===== config.mk =====
export PLATFORM = sky130hd
export DESIGN_NAME = ais_det_top
export DESIGN_NICKNAME = d
export VERILOG_FILES = /design/src/rtl/ais_det_pkg.sv /design/src/rtl/ais_retime.sv /design/src/rtl/ais_zwin.sv /design/src/rtl/ais_judge.sv /design/src/rtl/ais_evt.sv /design/src/rtl/ais_det_top.sv
export SDC_FILE = /design/constraint.sdc
export NUM_CORES = 1
export LEC_CHECK = 0
export BUFFER_PORTS_ARGS = -buffer_cell sky130_fd_sc_hd__buf_2
export CORE_UTILIZATION = 30
export CTS_BUF_LIST = sky130_fd_sc_hd__clkbuf_4
export CTS_CLUSTER_DIAMETER = 50
export DETAILED_ROUTE_END_ITERATION = 7
export PLACE_DENSITY_LB_ADDON = 0.08
export SLEW_MARGIN = 5
export SYNTH_ARGS = -nofsm -noshare
export SYNTH_HDL_FRONTEND = slang
export SYNTH_SLANG_ARGS = --single-unit

===== constraint.sdc =====
create_clock -name clk -period 8.5 [get_ports clk]
set_clock_uncertainty 0.15 [all_clocks]
set_input_delay 1.7 -clock clk [delete_from_list [all_inputs] [get_ports clk]]
set_output_delay 1.7 -clock clk [all_outputs]
set_load 0.05 [all_outputs]

===== src/rtl/ais_det_pkg.sv =====
package ais_det_pkg;
  typedef enum logic {
    MODE_DS1 = 1'b0,
    MODE_E1  = 1'b1
  } trib_mode_e;
endpackage


===== src/rtl/ais_retime.sv =====
module ais_retime (
  input  logic clk,
  input  logic rst,
  input  logic edge_sel,
  input  logic din,
  output logic dout
);
  logic smp_rise;
  logic smp_fall;

  always_ff @(posedge clk) begin
    if (rst) smp_rise <= 1'b1;
    else     smp_rise <= din;
  end

  always_ff @(negedge clk) begin
    if (rst) smp_fall <= 1'b1;
    else     smp_fall <= din;
  end

  assign dout = edge_sel ? smp_rise : smp_fall;
endmodule


===== src/rtl/ais_zwin.sv =====
module ais_zwin #(
  parameter int DS1_WIN = 8192,
  parameter int DS1_THR = 9,
  parameter int E1_WIN  = 512,
  parameter int E1_THR  = 3
) (
  input  logic clk,
  input  logic rst,
  input  logic e1,
  input  logic restart,
  input  logic rt_bit,
  output logic win_end,
  output logic win_enough
);
  localparam int WMAX = (DS1_WIN > E1_WIN) ? DS1_WIN : E1_WIN;
  localparam int TMAX = (DS1_THR > E1_THR) ? DS1_THR : E1_THR;
  localparam int CW   = $clog2(WMAX);
  localparam int ZW   = $clog2(TMAX + 1);

  logic [CW-1:0] pos_q;
  logic [CW-1:0] pos_last;
  logic [ZW-1:0] zcnt_q;
  logic [ZW-1:0] zcnt_n;
  logic [ZW-1:0] thr;
  logic          z_inc;
  logic          at_last;

  always_comb begin
    pos_last = e1 ? CW'(E1_WIN - 1) : CW'(DS1_WIN - 1);
    thr      = e1 ? ZW'(E1_THR) : ZW'(DS1_THR);
    z_inc    = !rt_bit && (zcnt_q < thr);
    zcnt_n   = zcnt_q + ZW'(z_inc);
    at_last  = (pos_q == pos_last);
  end

  always_ff @(posedge clk) begin
    if (rst || restart) begin
      pos_q      <= '0;
      zcnt_q     <= '0;
      win_end    <= 1'b0;
      win_enough <= 1'b0;
    end else begin
      win_end <= at_last;
      if (at_last) begin
        win_enough <= (zcnt_n >= thr);
        pos_q      <= '0;
        zcnt_q     <= '0;
      end else begin
        pos_q  <= pos_q + 1'b1;
        zcnt_q <= zcnt_n;
      end
    end
  end

  // the zero counter never passes the active threshold
  p_zcnt_sat_r2: assert property (@(posedge clk) disable iff (rst)
    !restart |-> (zcnt_q <= thr));

  // a mode change leaves a fresh window behind
  p_restart_clear_r9: assert property (@(posedge clk) disable iff (rst)
    restart |=> (pos_q == '0) && (zcnt_q == '0) && !win_end);
endmodule


===== src/rtl/ais_judge.sv =====
module ais_judge (
  input  logic clk,
  input  logic rst,
  input  logic e1,
  input  logic restart,
  input  logic win_end,
  input  logic win_enough,
  output logic ais
);
  logic hist_v;
  logic hist_low;

  always_ff @(posedge clk) begin
    if (rst) begin
      ais      <= 1'b0;
      hist_v   <= 1'b0;
      hist_low <= 1'b0;
    end else if (restart) begin
      hist_v   <= 1'b0;
      hist_low <= 1'b0;
    end else if (win_end) begin
      if (!e1) begin
        ais <= !win_enough;
      end else begin
        if (!win_enough && hist_v && hist_low)      ais <= 1'b1;
        else if (win_enough && hist_v && !hist_low) ais <= 1'b0;
        hist_v   <= 1'b1;
        hist_low <= !win_enough;
      end
    end
  end

  // the status only moves just after a window has closed
  p_win_only_r3: assert property (@(posedge clk) disable iff (rst)
    !$stable(ais) |-> $past(win_end));

  // in E1 a set needs a low window before the current one
  p_e1_pair_r4: assert property (@(posedge clk) disable iff (rst)
    ($rose(ais) && $past(e1)) |-> $past(hist_v && hist_low));

  // in E1 a clear needs a high window before the current one
  p_e1_clear_r5: assert property (@(posedge clk) disable iff (rst)
    ($fell(ais) && $past(e1)) |-> $past(hist_v && !hist_low));
endmodule


===== src/rtl/ais_evt.sv =====
module ais_evt (
  input  logic clk,
  input  logic rst,
  input  logic ais_in,
  input  logic rd_clr,
  input  logic mask,
  output logic delta,
  output logic irq
);
  logic ais_d;
  logic delta_n;

  always_comb begin
    if (ais_in != ais_d) delta_n = 1'b1;
    else if (rd_clr)     delta_n = 1'b0;
    else                 delta_n = delta;
  end

  always_ff @(posedge clk) begin
    if (rst) begin
      ais_d <= 1'b0;
      delta <= 1'b0;
      irq   <= 1'b0;
    end else begin
      ais_d <= ais_in;
      delta <= delta_n;
      irq   <= delta_n && !mask;
    end
  end

  // the flag holds until a clear strobe
  p_delta_hold_r6: assert property (@(posedge clk) disable iff (rst)
    (delta && !rd_clr) |=> delta);

  // a status change sets the flag even under a clear strobe
  p_chg_wins_r7: assert property (@(posedge clk) disable iff (rst)
    !$stable(ais_in) |=> delta);

  // a set mask blocks the interrupt one cycle later
  p_irq_mask_r8: assert property (@(posedge clk) disable iff (rst)
    mask |=> !irq);
endmodule


===== src/rtl/ais_det_top.sv =====
module ais_det_top #(
  parameter int DS1_WIN = 8192,
  parameter int DS1_THR = 9,
  parameter int E1_WIN  = 512,
  parameter int E1_THR  = 3
) (
  input  logic clk,
  input  logic rst,
  input  logic edge_sel,
  input  logic mode_sel,
  input  logic din,
  input  logic rd_clr,
  input  logic mask,
  output logic ais,
  output logic delta,
  output logic irq
);
  import ais_det_pkg::*;

  trib_mode_e mode_cur;
  trib_mode_e mode_q;
  logic       restart;
  logic       is_e1;
  logic       rt_bit;
  logic       win_end;
  logic       win_enough;

  assign mode_cur = trib_mode_e'(mode_sel);
  assign restart  = (mode_cur != mode_q);
  assign is_e1    = (mode_cur == MODE_E1);

  always_ff @(posedge clk) begin
    if (rst) mode_q <= MODE_DS1;
    else     mode_q <= mode_cur;
  end

  ais_retime u_rt (
    .clk      (clk),
    .rst      (rst),
    .edge_sel (edge_sel),
    .din      (din),
    .dout     (rt_bit)
  );

  ais_zwin #(
    .DS1_WIN (DS1_WIN),
    .DS1_THR (DS1_THR),
    .E1_WIN  (E1_WIN),
    .E1_THR  (E1_THR)
  ) u_win (
    .clk        (clk),
    .rst        (rst),
    .e1         (is_e1),
    .restart    (restart),
    .rt_bit     (rt_bit),
    .win_end    (win_end),
    .win_enough (win_enough)
  );

  ais_judge u_jdg (
    .clk        (clk),
    .rst        (rst),
    .e1         (is_e1),
    .restart    (restart),
    .win_end    (win_end),
    .win_enough (win_enough),
    .ais        (ais)
  );

  ais_evt u_evt (
    .clk    (clk),
    .rst    (rst),
    .ais_in (ais),
    .rd_clr (rd_clr),
    .mask   (mask),
    .delta  (delta),
    .irq    (irq)
  );

  // outputs are quiet right after reset
  p_reset_quiet_r10: assert property (@(posedge clk)
    $past(rst) |-> (!ais && !delta && !irq));
endmodule


# Yosys cells after proc, flatten, opt, wreduce, memory -nomap -nowiden
# Cells that the tools add are included.
word_totals:
  reg_bits: 28
  romBits: 0
  out_inout_bits: 3
  ram_bits: 0
  memories: 0
  latchBits: 0
op_classes:
  magnitude_cmp: 2
  shifts: 0
  addsub: 2
  n_reduce_logical: 15
  n_mux: 9
  mul: 0
  bitwise_logic: 1
  n_eq_ne: 4
  div_mod_pow: 0
op_table:
  columns: ["op", "n"]
  rows:
  - ["$add A13 B1 Y13 const B", 1]
  - ["$eq A13 B13 Y1", 1]
  - ["$mux W13", 1]
  - ["$mux W1", 7]
  - ["$logic_and A1 B1 Y1", 6]
  - ["$add A4 B1 Y4", 1]
  - ["$ge A4 B4 Y1", 1]
  - ["$logic_not A1 Y1", 4]
  - ["$lt A4 B4 Y1", 1]
  - ["$mux W4", 1]
  - ["$reduce_or A2 Y1", 2]
  - ["$ne A3 B1 Y1 const B", 1]
  - ["$reduce_and A3 Y1", 1]
  - ["$ne A1 B1 Y1", 2]
  - ["$reduce_and A2 Y1", 1]
  - ["$logic_or A1 B1 Y1", 1]
  - ["$not A1 Y1", 1]

# Logic depth before layout (Yosys ltp)
logic_depth:
  depth_word: 5
  depth_mapped: 12
  depth_no_buf: 11

# Hierarchy
# From an unflattened synthesis, not the netlist that was laid out.
unflattened:
  cells_unflattened: 132
  area_unflattened_um2: 1252.5
modules_own_cells:
  columns: ["mod", "seq_area_each_um2", "instances", "area_each_um2", "cells_per_inst"]
  rows:
  - ["ais_zwin", 380.4, 1, 904.6, 99]
  - ["ais_judge", 60.1, 1, 148.9, 17]
  - ["ais_evt", 60.1, 1, 98.8, 8]
  - ["ais_retime", 40.0, 1, 65.1, 5]
  - ["ais_det_top", 20.0, 1, 35.0, 3]

==> flow_summary.yaml <==
place:
  dp.cells: 185
  portBuffers: 9
  hpwl_mm: 1.483
  dp_slack_ns: 1.836
  dpl_cell_area_um2: 1296
  routabilityCongestion: 0.7079
synthesis:
  synth_top_area_cell: "dfxtp_1"
  ys_warn_count: 0
  synth_edf_count: 0
  synth_top_area_share_pct: 46.19
  synth_area_um2: 1214
  synth_area_leaders: "dfxtp_1 (46%), xnor2_1 (7.9%), ha_1 (7.2%)"
  synth_most_common_cell: "dfxtp_1"
  seq_area_frac_synth_pct: 46.19
  syn_area_per_cell_um2: 9.336
  yosys_register_bits: 28
  syn_nets: 144
  syn_inst: 130
  async_flop_share_pct: 0
  synth_common_cells: "dfxtp_1 (28), nor2_1 (21), xnor2_1 (11)"
  synth_cell_types: 30
  synthFlopType: "dfxtp_1"
cts:
  holdBufCountCts: 0
  numCtsBuffers: 3
  clk_latency_ns: 0.38
  clock_sinks: 28
  clockBufferDepth: 2
  clkTransAtPathRegs_ns: 0.14
  ctsResizeCount: 0
  clockRootBuffer: "clkbuf_4"
  post_cts_buffers: 0
  cts_max_level: 1
  cts_tree: "done"
critical_path:
  criticalPathCategory: "register to register"
  arrival_ns: 6.54
  startpoint: "u_rt.smp_fall$_DFF_N_"
  timing.rr.end: "u_win.win_enough$_SDFFE_PP0P_"
  cp-end-kind: "register"
  worstPathRequired_ns: 8.58
  worstSetupStartpointType: "register"
  path_cells: "mux2_2, a211oi_1, ha_1, ha_1, ha_1, nand2_1, nand3b_1, a21oi_1, o31ai_1"
  r2r_start: "u_rt.smp_fall$_DFF_N_"
  max_stage_delay_ns: 0.29
  endpoint: "u_win.win_enough$_SDFFE_PP0P_"
  r2r_cells: 9
  slowest_stage: "dfxtp_1"
  cpMostUsedCell: "ha_1"
  crit_fanout: 2
  reg2reg_setup_slack_ns: 2.04
route:
  drtIter0Drc: 42
  vias: 871
  drc: 0
  wl_per_cell_um: 10.70
  wl_mm: 2.022
  wl_met2_um: 906
  highest_layer: "met4"
  ant_nets: 0
  dr.pass1.iters: 4
  via_per_inst: 4.608
  wl_met1_mm: 1.013
  met3_length_um: 86
finish:
  area_delta_synth_final_pct: 8.969
  nets: 156
  diodes: 0
  fin_area_um2: 1323
  layout-drive-gt1-share_pct: 13.48
  fin_cells: 189
min_path:
  holdPathStages: 1
  hp-start: "u_win.pos_q[0]$_SDFF_PP0_"
  holdCritPathClass: "register to register"
power:
  power_density_nw_per_um2: 152.8
  p_sw_mw: 0.04650
  irDropWorstVdd_mv: 0.1001
  internal-power_mw: 0.1556
  p_total_mw: 0.2021
  p_leak_nw: 0.4846
  seqPwrFrac_pct: 66.2
  p_clk_share_pct: 28.3
  switching_share_pct: 23.00
  p_comb_share_pct: 5.5
timing:
  tightest_slew_ns: 0.3652
  worst_slack_ns: 2.039
  setup_viol: 0
  tns_ns: 0
  rsz0062_at_grt: "no"
  drv_slew: 0
  hold_viol: 0
  relSlewSlack_pct: 75.03
global_route:
  grt-ovfl-total: 0
  grtUsageTotal_pct: 11.23
  grt_max_degree: 17
  antenna_found_initial: 0
  grt_pass1_wl_mm: 3.712
  grt_pass1_vias: 861
floorplanning:
  row_count: 22
  die_h_um: 65.61
  start_util_pct: 32.18
  dieArea_um2: 4304
  dieWidth_um: 65.61
  ios: 10
  core-area_um2: 3771
flow_run:
  drv_cap: 0
outcome:
  status: "completed"
-- cells by family after synthesis --
kind of cell,after synthesis,share of synthesized area [%]
and+or+nand+nor,52,20.41
DFF,28,46.19
AOI/OAI and AO/OA,17,10.93
xor gates and xnor gates,13,9.382
buffers and inverters,12,4.949
adders and majority gates,7,7.216
muxes,1,0.9278
-- cell type report --
cell class                      count  area, µm²
Tap cell                           48      60.06
Fill cell                         405       2449
Sequential cell                    28      560.5
Multi-Input combinational cell     90      593.1
Inverter                            9      33.78
Clock buffer                        3      22.52
Clock inverter                      2      7.507
Timing Repair Buffer                9      45.04
-- power by group through the flow --
stage / Combinational (mW) / Sequential (mW) / Clock [mW]
2_1_floorplan: 0.00873 / 0.136 / 0.00147
3_3_place_gp: 0.0111 / 0.137 / 0.00147
3_5_place_dp: 0.0114 / 0.137 / 0.00147
4_1_cts: 0.0114 / 0.134 / 0.0625
5_1_grt: 0.0131 / 0.134 / 0.0681
6_report: 0.0111 / 0.134 / 0.0572
-- sequential cells by signal, indices dropped and copies added, names as in the netlist --
name / cells
u_evt.delta: 1
u_jdg.hist_low: 1
u_win.win_end: 1
u_win.win_enough: 1
u_rt.smp_fall: 1
u_jdg.hist_v: 1
u_jdg.ais: 1
u_win.zcnt_q: 4
u_evt.irq: 1
u_rt.smp_rise: 1
u_evt.ais_d: 1
mode_q: 1
u_win.pos_q: 13
-- per-layer routing --
metal	vias to the layer above	track usage, %
li1	462	-
met1	398	13.68
met2	9	18.30
met3	2	4.167
met4	0	3.261
met5	-	0
-- through the flow --
step	hold slack (ns)	util [%]
floorplan	0.2798	-
global placement	0.2933	34.37
detailed placement	0.3070	34.37
CTS	0.3417	35.07
global route	0.3666	35.07
finish	0.3327	35.07
-- worst max-delay path, delay by kind of cell (launching register included) --
family                   cells  cell delay, ns
AO/OA/AOI/OAI                3            0.48
adder cells (fa/ha/maj)      3            0.75
flip-flops                   1            0.29
multiplexers                 1            0.25
AND/OR/NAND/NOR              2            0.15
-- how the worst min path moves through the flow --
stage	endpoint
after global placement	u_win.pos_q[0]$_SDFF_PP0_
after CTS	u_win.pos_q[0]$_SDFF_PP0_
final	u_win.pos_q[0]$_SDFF_PP0_
after floorplan	u_win.pos_q[0]$_SDFF_PP0_
after global routing	u_win.pos_q[0]$_SDFF_PP0_
after detailed placement	u_win.pos_q[0]$_SDFF_PP0_
-- cells in the final DEF (no fill, tap or decap), drive strengths merged --
cell type / instances
dfxtp: 28
nor2: 21
xnor2: 11
inv: 11
buf: 9
nand3: 8
ha: 7
nand2: 6
a21oi: 5
nor3: 4
nand4: 3
nor2b: 3
clkbuf: 3
a21o: 3
or2: 2
o21ai: 2
xor2: 2
a211o: 2
mux2: 1
a211oi: 1
or4b: 1
o32ai: 1
nor4: 1
or3: 1
nand3b: 1
o31ai: 1
nand2b: 1
a311oi: 1
a2111oi: 1
(Power assumes the default switching activity.)
